--- config.mk ---
export PLATFORM = sky130hd
export DESIGN_NAME = hp_port
export DESIGN_NICKNAME = d
export VERILOG_FILES = /design/src/rtl/hp_pkg.sv /design/src/rtl/hp_decode.sv /design/src/rtl/hp_fsm.sv /design/src/rtl/hp_regs.sv /design/src/rtl/hp_port.sv
export SDC_FILE = /design/constraint.sdc
export NUM_CORES = 1
export LEC_CHECK = 0
export BUFFER_PORTS_ARGS = -buffer_cell sky130_fd_sc_hd__buf_2
export CAP_MARGIN = 30
export CELL_PAD_IN_SITES_DETAIL_PLACEMENT = 1
export CELL_PAD_IN_SITES_GLOBAL_PLACEMENT = 2
export CORE_AREA = 2 2 108 110
export CTS_BUF_LIST = sky130_fd_sc_hd__clkbuf_4
export CTS_CLUSTER_DIAMETER = 80
export DETAILED_ROUTE_END_ITERATION = 12
export DIE_AREA = 0 0 110 112
export PLACE_DENSITY = 0.78
export SLEW_MARGIN = 5
export SYNTH_ARGS = -nofsm -noshare
export SYNTH_HDL_FRONTEND = slang
export SYNTH_SLANG_ARGS = --single-unit
export TNS_END_PERCENT = 50
--- constraint.sdc ---
create_clock -name clk -period 2.42 [get_ports clk]
set_input_delay 0.484 -clock clk [delete_from_list [all_inputs] [get_ports clk]]
set_output_delay 0.484 -clock clk [all_outputs]
set_load 0.02 [all_outputs]
--- src/rtl/hp_pkg.sv ---
package hp_pkg;
  typedef enum logic [1:0] {
    ST_IDLE  = 2'd0,
    ST_WAIT  = 2'd1,
    ST_READY = 2'd2
  } hp_state_e;
endpackage

--- src/rtl/hp_decode.sv ---
module hp_decode (
  input  logic rw_pin,
  input  logic last_pin,
  input  logic cfg_wr_hi,
  input  logic cfg_last_hi,
  output logic is_wr,
  output logic is_last
);
  // Pin levels are compared against the configured active level.
  assign is_wr   = (rw_pin == cfg_wr_hi);
  assign is_last = (last_pin == cfg_last_hi);
endmodule

--- src/rtl/hp_fsm.sv ---
module hp_fsm
  import hp_pkg::*;
(
  input  logic      clk,
  input  logic      rst_n,
  input  logic      strobe,
  input  logic      backoff,
  input  logic      is_wr,
  input  logic      sel,
  input  logic      is_last,
  output hp_state_e st,
  output logic      busy,
  output logic      beat_done,
  output logic      acc_wr,
  output logic      acc_sel
);
  hp_state_e st_nxt;

  assign busy      = (st != ST_IDLE);
  assign beat_done = (st == ST_READY) && !backoff;

  always_comb begin
    st_nxt = st;
    unique case (st)
      ST_IDLE:  if (strobe) st_nxt = ST_WAIT;
      ST_WAIT:  st_nxt = backoff ? ST_IDLE : ST_READY;
      ST_READY: begin
        if (backoff || is_last) st_nxt = ST_IDLE;
        else                    st_nxt = ST_WAIT;
      end
      default:  st_nxt = ST_IDLE;
    endcase
  end

  always_ff @(posedge clk or negedge rst_n) begin
    if (!rst_n) begin
      st      <= ST_IDLE;
      acc_wr  <= 1'b0;
      acc_sel <= 1'b0;
    end else begin
      st <= st_nxt;
      if (st == ST_IDLE && strobe) begin
        acc_wr  <= is_wr;
        acc_sel <= sel;
      end
    end
  end

  // one wait cycle is always followed by the ready cycle
  p_wait_then_ready_r2: assert property (@(posedge clk) disable iff (!rst_n)
    (st == ST_WAIT && !backoff) |=> (st == ST_READY));

  // back-off closes the access at the next edge
  p_backoff_idle_r9: assert property (@(posedge clk) disable iff (!rst_n)
    (busy && backoff) |=> (st == ST_IDLE));

  // a completed beat marked last closes the access
  p_last_ends_r6: assert property (@(posedge clk) disable iff (!rst_n)
    (beat_done && is_last) |=> (st == ST_IDLE));

  // target and direction stay fixed while an access is open
  p_hold_target_r10: assert property (@(posedge clk) disable iff (!rst_n)
    busy |=> (st == ST_IDLE) || ($stable(acc_sel) && $stable(acc_wr)));
endmodule

--- src/rtl/hp_regs.sv ---
module hp_regs #(
  parameter int unsigned DW = 32
) (
  input  logic            clk,
  input  logic            rst_n,
  input  logic            beat_done,
  input  logic            acc_wr,
  input  logic            acc_sel,
  input  logic [DW/8-1:0] be,
  input  logic [DW-1:0]   wdata,
  output logic [DW-1:0]   dat_q,
  output logic [DW-1:0]   adr_q
);
  localparam int unsigned NB   = DW / 8;
  localparam int unsigned STEP = NB;

  logic [DW-1:0] dat_mrg, adr_mrg;
  logic          wr_dat, wr_adr, hit_dat;

  assign wr_dat  = beat_done && acc_wr && !acc_sel;
  assign wr_adr  = beat_done && acc_wr &&  acc_sel;
  assign hit_dat = beat_done && !acc_sel;

  // Per-lane merge of enabled bytes into each register.
  for (genvar b = 0; b < NB; b++) begin : g_lane
    assign dat_mrg[b*8 +: 8] = be[b] ? wdata[b*8 +: 8] : dat_q[b*8 +: 8];
    assign adr_mrg[b*8 +: 8] = be[b] ? wdata[b*8 +: 8] : adr_q[b*8 +: 8];

    // a disabled lane keeps its byte on a data-register write
    p_lane_keep_r4: assert property (@(posedge clk) disable iff (!rst_n)
      (wr_dat && !be[b]) |=> $stable(dat_q[b*8 +: 8]));
  end

  always_ff @(posedge clk or negedge rst_n) begin
    if (!rst_n) begin
      dat_q <= '0;
      adr_q <= '0;
    end else begin
      if (wr_dat)       dat_q <= dat_mrg;
      if (wr_adr)       adr_q <= adr_mrg;
      else if (hit_dat) adr_q <= adr_q + DW'(STEP);
    end
  end

  // each data-register beat steps the address by one word
  p_addr_step_r8: assert property (@(posedge clk) disable iff (!rst_n)
    hit_dat |=> (adr_q == $past(adr_q) + DW'(STEP)));

  // a read beat leaves the data register untouched
  p_read_keeps_r5: assert property (@(posedge clk) disable iff (!rst_n)
    (beat_done && !acc_wr) |=> $stable(dat_q));
endmodule

--- src/rtl/hp_port.sv ---
module hp_port
  import hp_pkg::*;
#(
  parameter int unsigned DW = 32
) (
  input  logic            clk,
  input  logic            rst_n,
  input  logic            cfg_wr_hi,
  input  logic            cfg_last_hi,
  input  logic            hb_strobe,
  input  logic            hb_sel,
  input  logic            hb_rw,
  input  logic            hb_last,
  input  logic [DW/8-1:0] hb_be,
  input  logic            hb_backoff,
  input  logic [DW-1:0]   hb_ad_i,
  output logic [DW-1:0]   hb_ad_o,
  output logic            hb_ad_oe,
  output logic            hb_rdy_n,
  output logic            hb_rdy_oe
);
  hp_state_e     st;
  logic          is_wr, is_last, busy, beat_done, acc_wr, acc_sel;
  logic [DW-1:0] dat_q, adr_q;

  hp_decode u_dec (
    .rw_pin      (hb_rw),
    .last_pin    (hb_last),
    .cfg_wr_hi   (cfg_wr_hi),
    .cfg_last_hi (cfg_last_hi),
    .is_wr       (is_wr),
    .is_last     (is_last)
  );

  hp_fsm u_fsm (
    .clk       (clk),
    .rst_n     (rst_n),
    .strobe    (hb_strobe),
    .backoff   (hb_backoff),
    .is_wr     (is_wr),
    .sel       (hb_sel),
    .is_last   (is_last),
    .st        (st),
    .busy      (busy),
    .beat_done (beat_done),
    .acc_wr    (acc_wr),
    .acc_sel   (acc_sel)
  );

  hp_regs #(.DW(DW)) u_regs (
    .clk       (clk),
    .rst_n     (rst_n),
    .beat_done (beat_done),
    .acc_wr    (acc_wr),
    .acc_sel   (acc_sel),
    .be        (hb_be),
    .wdata     (hb_ad_i),
    .dat_q     (dat_q),
    .adr_q     (adr_q)
  );

  // Drivers release the moment back-off is seen.
  assign hb_rdy_oe = busy && !hb_backoff;
  assign hb_rdy_n  = (st != ST_READY);
  assign hb_ad_oe  = busy && !acc_wr && !hb_backoff;
  assign hb_ad_o   = acc_sel ? adr_q : dat_q;

  // ready is low for a single cycle per beat
  p_rdy_single_r2: assert property (@(posedge clk) disable iff (!rst_n)
    (hb_rdy_oe && !hb_rdy_n) |=> hb_rdy_n);

  // an address-register read presents a steady word across a beat
  p_read_steady_r5: assert property (@(posedge clk) disable iff (!rst_n)
    (hb_ad_oe && hb_rdy_n && acc_sel && !hb_backoff) |=> $stable(hb_ad_o));
endmodule

==> results of run 1 <==
## where the power goes
part           leakage (nW)  internal [mW]  switching [mW]
combinational          1.16          0.413           0.454
clock                0.0514          0.202           0.449
sequential            0.861           1.29           0.150
total                  2.08           1.90            1.05
## cell type report
class	count	area [sq um]
Timing Repair Buffer	107	624
Clock buffer	9	67.6
Inverter	4	15.0
Tap cell	143	179
Sequential cell	68	1710
Fill cell	1288	6440
Multi-Input combinational cell	273	2100
Clock inverter	7	43.8
## stage by stage
step | instances | area (sq um) | hold WS [ns] | setup WS (ns)
after floorplan | 370 | 3940 | 0.188 | 0.313
after global placement | 594 | 4610 | 0.472 | 0.272
after detailed placement | 594 | 4610 | 0.478 | 0.238
after CTS | 611 | 4730 | 0.257 | 0.0350
after global routing | 611 | 4730 | 0.257 | 0.0511
final | 611 | 4730 | 0.283 | 0.149
## cells by family after synthesis
kind of cell / after synthesis
DFF: 68
AOI/OAI and AO/OA: 97
adders and majority gates: 1
buffers and inverters: 29
xor gates and xnor gates: 2
and+or+nand+nor: 104
muxes: 69
## final timing paths
kind                                       from               end  slack, ns
worst max-delay path              u_fsm.acc_sel       hb_ad_o[26]       0.15
worst min-delay path                     hb_sel     u_fsm.acc_sel       0.28
worst max register to register  u_regs.adr_q[2]  u_regs.adr_q[28]       0.27
worst min register to register  u_regs.adr_q[0]   u_regs.adr_q[0]       0.52
max in group asynchronous                 rst_n  u_regs.adr_q[18]       1.28
min in group asynchronous                 rst_n  u_regs.dat_q[24]       0.53
## metal layers
metal  vias to the layer above  track usage [%]
met1                      1751             29.5
met3                        13             3.45
met2                        86             31.8
met4                         0             5.91
li1                       1628                -
met5                         -                0
## sequential cells by signal, indices dropped and copies added (netlist names)
signal and cells:
u_fsm.acc_sel 1, u_fsm.st 2, u_regs.dat_q 32, u_fsm.acc_wr 1
u_regs.adr_q 32
## placed cells by master, fill, tap and decap left out, drive strengths merged, types with 10 or more instances in the layout
cell and n:
a21oi 16, a22oi 12, buf 106, dfrtp 68, mux2 67, nand2 23
nand3 16, nand4 10, nor2 10, o211ai 13, o21ai 11, o22ai 11
or4 11
## what timing repair did
item / CTS / global route
setup endpoints to repair: 14 / 14
endpoints found under the hold margin: 17 / 0
gates resized for setup: 1 / 1
buffers inserted: 0 / 0
hold buffers: 1 / 0
## critical path, cell delays in order (launching register included)
cell,delay (ns)
dfrtp_4,0.59
buf_6,0.25
mux2_2,0.36
buf_2,0.16
==> run metrics, run 1 <==
status complete, no violations; maximum clock frequency 0.440 GHz; Worst Skew 0.0151 ns; CTS Sinks 68; drt wl/cell 19.2 um; top area cells in the synthesized netlist dfrtp_1, mux2_2, o211ai_1, a22oi_1, nand2_1; Synth Net Count 416; Final Max Tran Viols 0; Port Buffers 79; Final #Nets 509; Least-Margin Pin Slew 0.530 ns; hold depth 2; Total GRT Usage 20.6%; Starting Density 35.3%; Vias/cell 5.69; syn avg cell area 10.7 sq um; synth unique cells 47; crit share post-route 93.8%; Root Driver clkbuf_4; top post-synthesis cells by count dfrtp_1, mux2_2, nand2_1; # diodes 0; Top Layer Used met4; CP required 1.94 ns; largest family of logic cells by synthesized area multiplexers; Max Buffers Root-to-Sink 2; maximum vdd ir drop 0.256 mV; final setup TNS 0 ns; CORE AREA 11200 sq um; Synth Area in XOR/XNOR 0.444%; GP Congestion 0.851; critical path endpoint category output pin; CTS tree yes; number of synthesized flops with an enable pin 0; Clk Latency, worst-skew pair 0.44 ns; antenna violations before repair 0; DR iter-0 viols 132; share of cells above drive strength 1 42.3%; drt first pass iters 4; htree depth 3; IO Pins 80; final core utilization 42.4%; Arrival @ worst endpoint 1.79 ns; largest net degree at the start of global routing 33; Syn Std Cell Area 3940 sq um; Syn-to-layout area delta 20.1%; remaining antenna violation count 0; YS warnings 0; global route overflow 0; Worst-path clk slew 0.11 ns; Post-Synth Simple-Gate Area 15.7%; share of the synthesized area in the top cell type 43.2%; multiplexer area fraction after synthesis 19.6%; post-synth top area cell dfrtp_1; Compound-Gate Fraction of Synth Area 17.1%; adder-cell share of the synthesized area 0.317%; critical path class reg -> out; met2 WL 5570 um; r2r worst-path depth 5; Top FF cell, synth dfrtp_1; final setup fails 0; first-pass GRT wire length 19700 um; Slew headroom 64.7%; Cell Pwr Density 624 nW/um^2; # Max-Cap Violations 0; die area 12300 sq um; critical path peak fanout 18; RSZ-0062 raised after global routing no; vias in the first global route 3692; CP Launch Type flop; sequential fraction of the synthesis area 43.2%; post-synthesis register bit count 68; met3 wire length 461 um; CTS Buf Count 9; Overall Power 2.96 mW; Die Width 110 um; final hold vios 0; chip height 112 um; Mapped Cells 370; DP Wirelength 8620 um; Site Rows 39; vias 3478; ys async rst share 100%; count leader, synth dfrtp_1; met1 wire length 5560 um; HP Class in -> reg; leakage power 2.08 nW; Final min period 2.27 ns; Routed WL 11800 um; drt drc 0
Note: power is estimated with default switching activity, not from simulation.
==> run 2: changes to the inputs <==
CELL_PAD_IN_SITES_DETAIL_PLACEMENT = default   (was 1)
CELL_PAD_IN_SITES_GLOBAL_PLACEMENT = default   (was 2)
CORE_AREA = 2 2 97 99   (was 2 2 108 110)
DIE_AREA = 0 0 99 101   (was 0 0 110 112)
MAX_ROUTING_LAYER = met4   (was default)
PLACE_DENSITY = 0.63   (was 0.78)
==> run 2 against run 1 <==
Routed wire length decreased by 15%. Register-to-register slack improved by 0.07 ns. Clock skew increased by 0.0032 ns. Sequential share of layout area increased by 0.89 points. Maximum frequency decreased by 1.8%. Critical path type unchanged.
==> run metrics, run 2 (synthesized netlist as in run 1, its figures left out) <==
crit-path cells buf_4 > mux2_2 > buf_2; maximum clock frequency 0.433 GHz (-1.8%); vias in the first global route 3270 (-11%); Overall Power 2.86 mW (-3.3%); crit path to hb_ad_o[13]; DR iter-0 viols 153 (+16%); Worst Skew 0.0184 ns (+0.00322 ns); # Max-Cap Violations 0 (unchanged); Least-Margin Pin Slew 0.536 ns (+0.00611 ns); critical path endpoint category output pin; R2R Path End u_regs.dat_q[6]; CP Launch Type flop; leakage power 2.05 nW (-1.1%); Finished Cell Area 4620 sq um (-2.4%); drt wl/cell 17.6 um (-8.8%); remaining antenna violation count 0 (unchanged); maximum vdd ir drop 0.274 mV (+7.1%); most frequent cells in the layout buf_2, mux2_2, dfrtp_1, nand2_1, buf_4; antenna violations before repair 0 (unchanged); crit share post-route 95.5% (+1.7 points); # diodes 0 (unchanged); largest net degree at the start of global routing 42 (+27%); Die Width 99 um (-10%); r2r setup slk 0.34 ns (+0.07 ns); biggest regs u_regs.adr_q x32, u_regs.dat_q x32, u_fsm.st x2; GP Congestion 0.946 (+11%); min setup slack post-route 0.108 ns (-0.0406 ns); Max Buffers Root-to-Sink 2 (unchanged); reg2reg start u_fsm.acc_sel; Post-DP Area 4520 sq um (-2.0%); CP required 1.94 ns (about the same); Clk Latency, worst-skew pair 0.42 ns (-0.02 ns); Site Rows 35 (-10%); critical path peak fanout 16 (-2); Arrival @ worst endpoint 1.83 ns (+0.04 ns); drt drc 0 (unchanged); Levels on crit path 3 (unchanged); htree depth 3 (unchanged); global route overflow 0 (unchanged); Starting Density 43.9% (+8.6 points); Slew headroom 64.3% (-0.41 points); die area 10000 sq um (-19%); post-CTS setup buffers 0 (unchanged); drt first pass iters 5 (+1); chip height 101 um (-9.8%); final hold vios 0 (unchanged); Syn-to-layout area delta 17.2%; final setup TNS 0 ns (unchanged); critical path launch point u_fsm.acc_sel; CORE AREA 8980 sq um (-20%); status complete, no violations; Vias/cell 5.89 (+3.5%); RSZ-0062 raised after global routing no; share of cells above drive strength 1 41.6% (-0.66 points); HP Class in -> async; Total GRT Usage 21.9% (+1.3 points); Final #Nets 503 (-1.2%); Port Buffers 79 (unchanged); CP Buf/Inv Count 2 (unchanged); CTS Buf Count 9 (unchanged); commonest non-fill, non-tap cell in the layout buf_2; Cell Pwr Density 619 nW/um^2 (-0.91%); r2r worst-path depth 5 (unchanged); IO Pins 80 (unchanged); pre-CTS worst setup slack 0.334 ns (+0.0961 ns); final core utilization 51.5% (+9.1 points); kind of cell adding the most delay to the critical path flip-flops; Non-Filler Instances 572 (-6.4%); DP Wirelength 7400 um (-14%); Routed WL 10000 um (-15%); CTS Sinks 68 (unchanged); Final Max Tran Viols 0 (unchanged); final setup fails 0 (unchanged); Crit-path slowest cell dfrtp_4; dpl cells 557 (-6.2%); first-pass GRT wire length 16900 um (-14%); CP max stage delay 0.58 ns (about the same); Final min period 2.31 ns (+0.0406 ns); critical path class reg -> out; Hold Worst Slack 0.0553 ns (-0.227 ns); vias 3370 (-3.1%); Worst-path clk slew 0.12 ns (about the same); CTS tree yes; Root Driver clkbuf_4
==> run 2: report_power, final <==
part,internal [mW],leakage [nW],switching [mW]
logic,0.392,1.13,0.434
registers,1.29,0.861,0.138
clock network,0.221,0.0639,0.386
==> run 2: how the worst min path moves through the flow <==
| stage | to | slack, ns | depth (start not counted) |
|---|---|---|---|
| after global placement | u_regs.adr_q[1] | 0.48 | 1 |
| after detailed placement | u_regs.dat_q[19] | 0.49 | 1 |
| final | u_regs.dat_q[21] | 0.06 | 2 |
| after CTS | u_regs.dat_q[21] | 0.05 | 2 |
| after global routing | u_regs.dat_q[21] | 0.06 | 2 |
| after floorplan | u_fsm.acc_sel | 0.19 | 0 |
==> run 2: area by class of cell <==
type / instances / area (sq um)
fill: 864 / 4360
multi-input combinational: 273 / 2100
sequential: 68 / 1710
timing repair buffer: 101 / 561
tap: 111 / 139
clock buffer: 11 / 82.6
clock inverter: 4 / 18.8
inverter: 4 / 15.0
==> run 2: timing repair <==
action | in CTS | in global routing
endpoints found under the setup margin | 0 | 22
hold buffers | 0 | 0
gates resized for setup | 0 | 1
==> run 2: worst register-to-register path, cell delays in order, from the launching register on <==
cell     delay, ns
dfrtp_4       0.60
inv_1         0.22
nand2_1       0.16
buf_4         0.21
nor2_2        0.38
mux2_2        0.39
==> run 2: routing by layer <==
metal  share of wire, %  global-route usage, %  up-vias
li1                   -                      -     1619
met1                 49                   31.2     1635
met2                 45                   31.8      106
met3                5.0                   3.81       10
met4                1.2                   6.95        0
met5                  0                      -        -
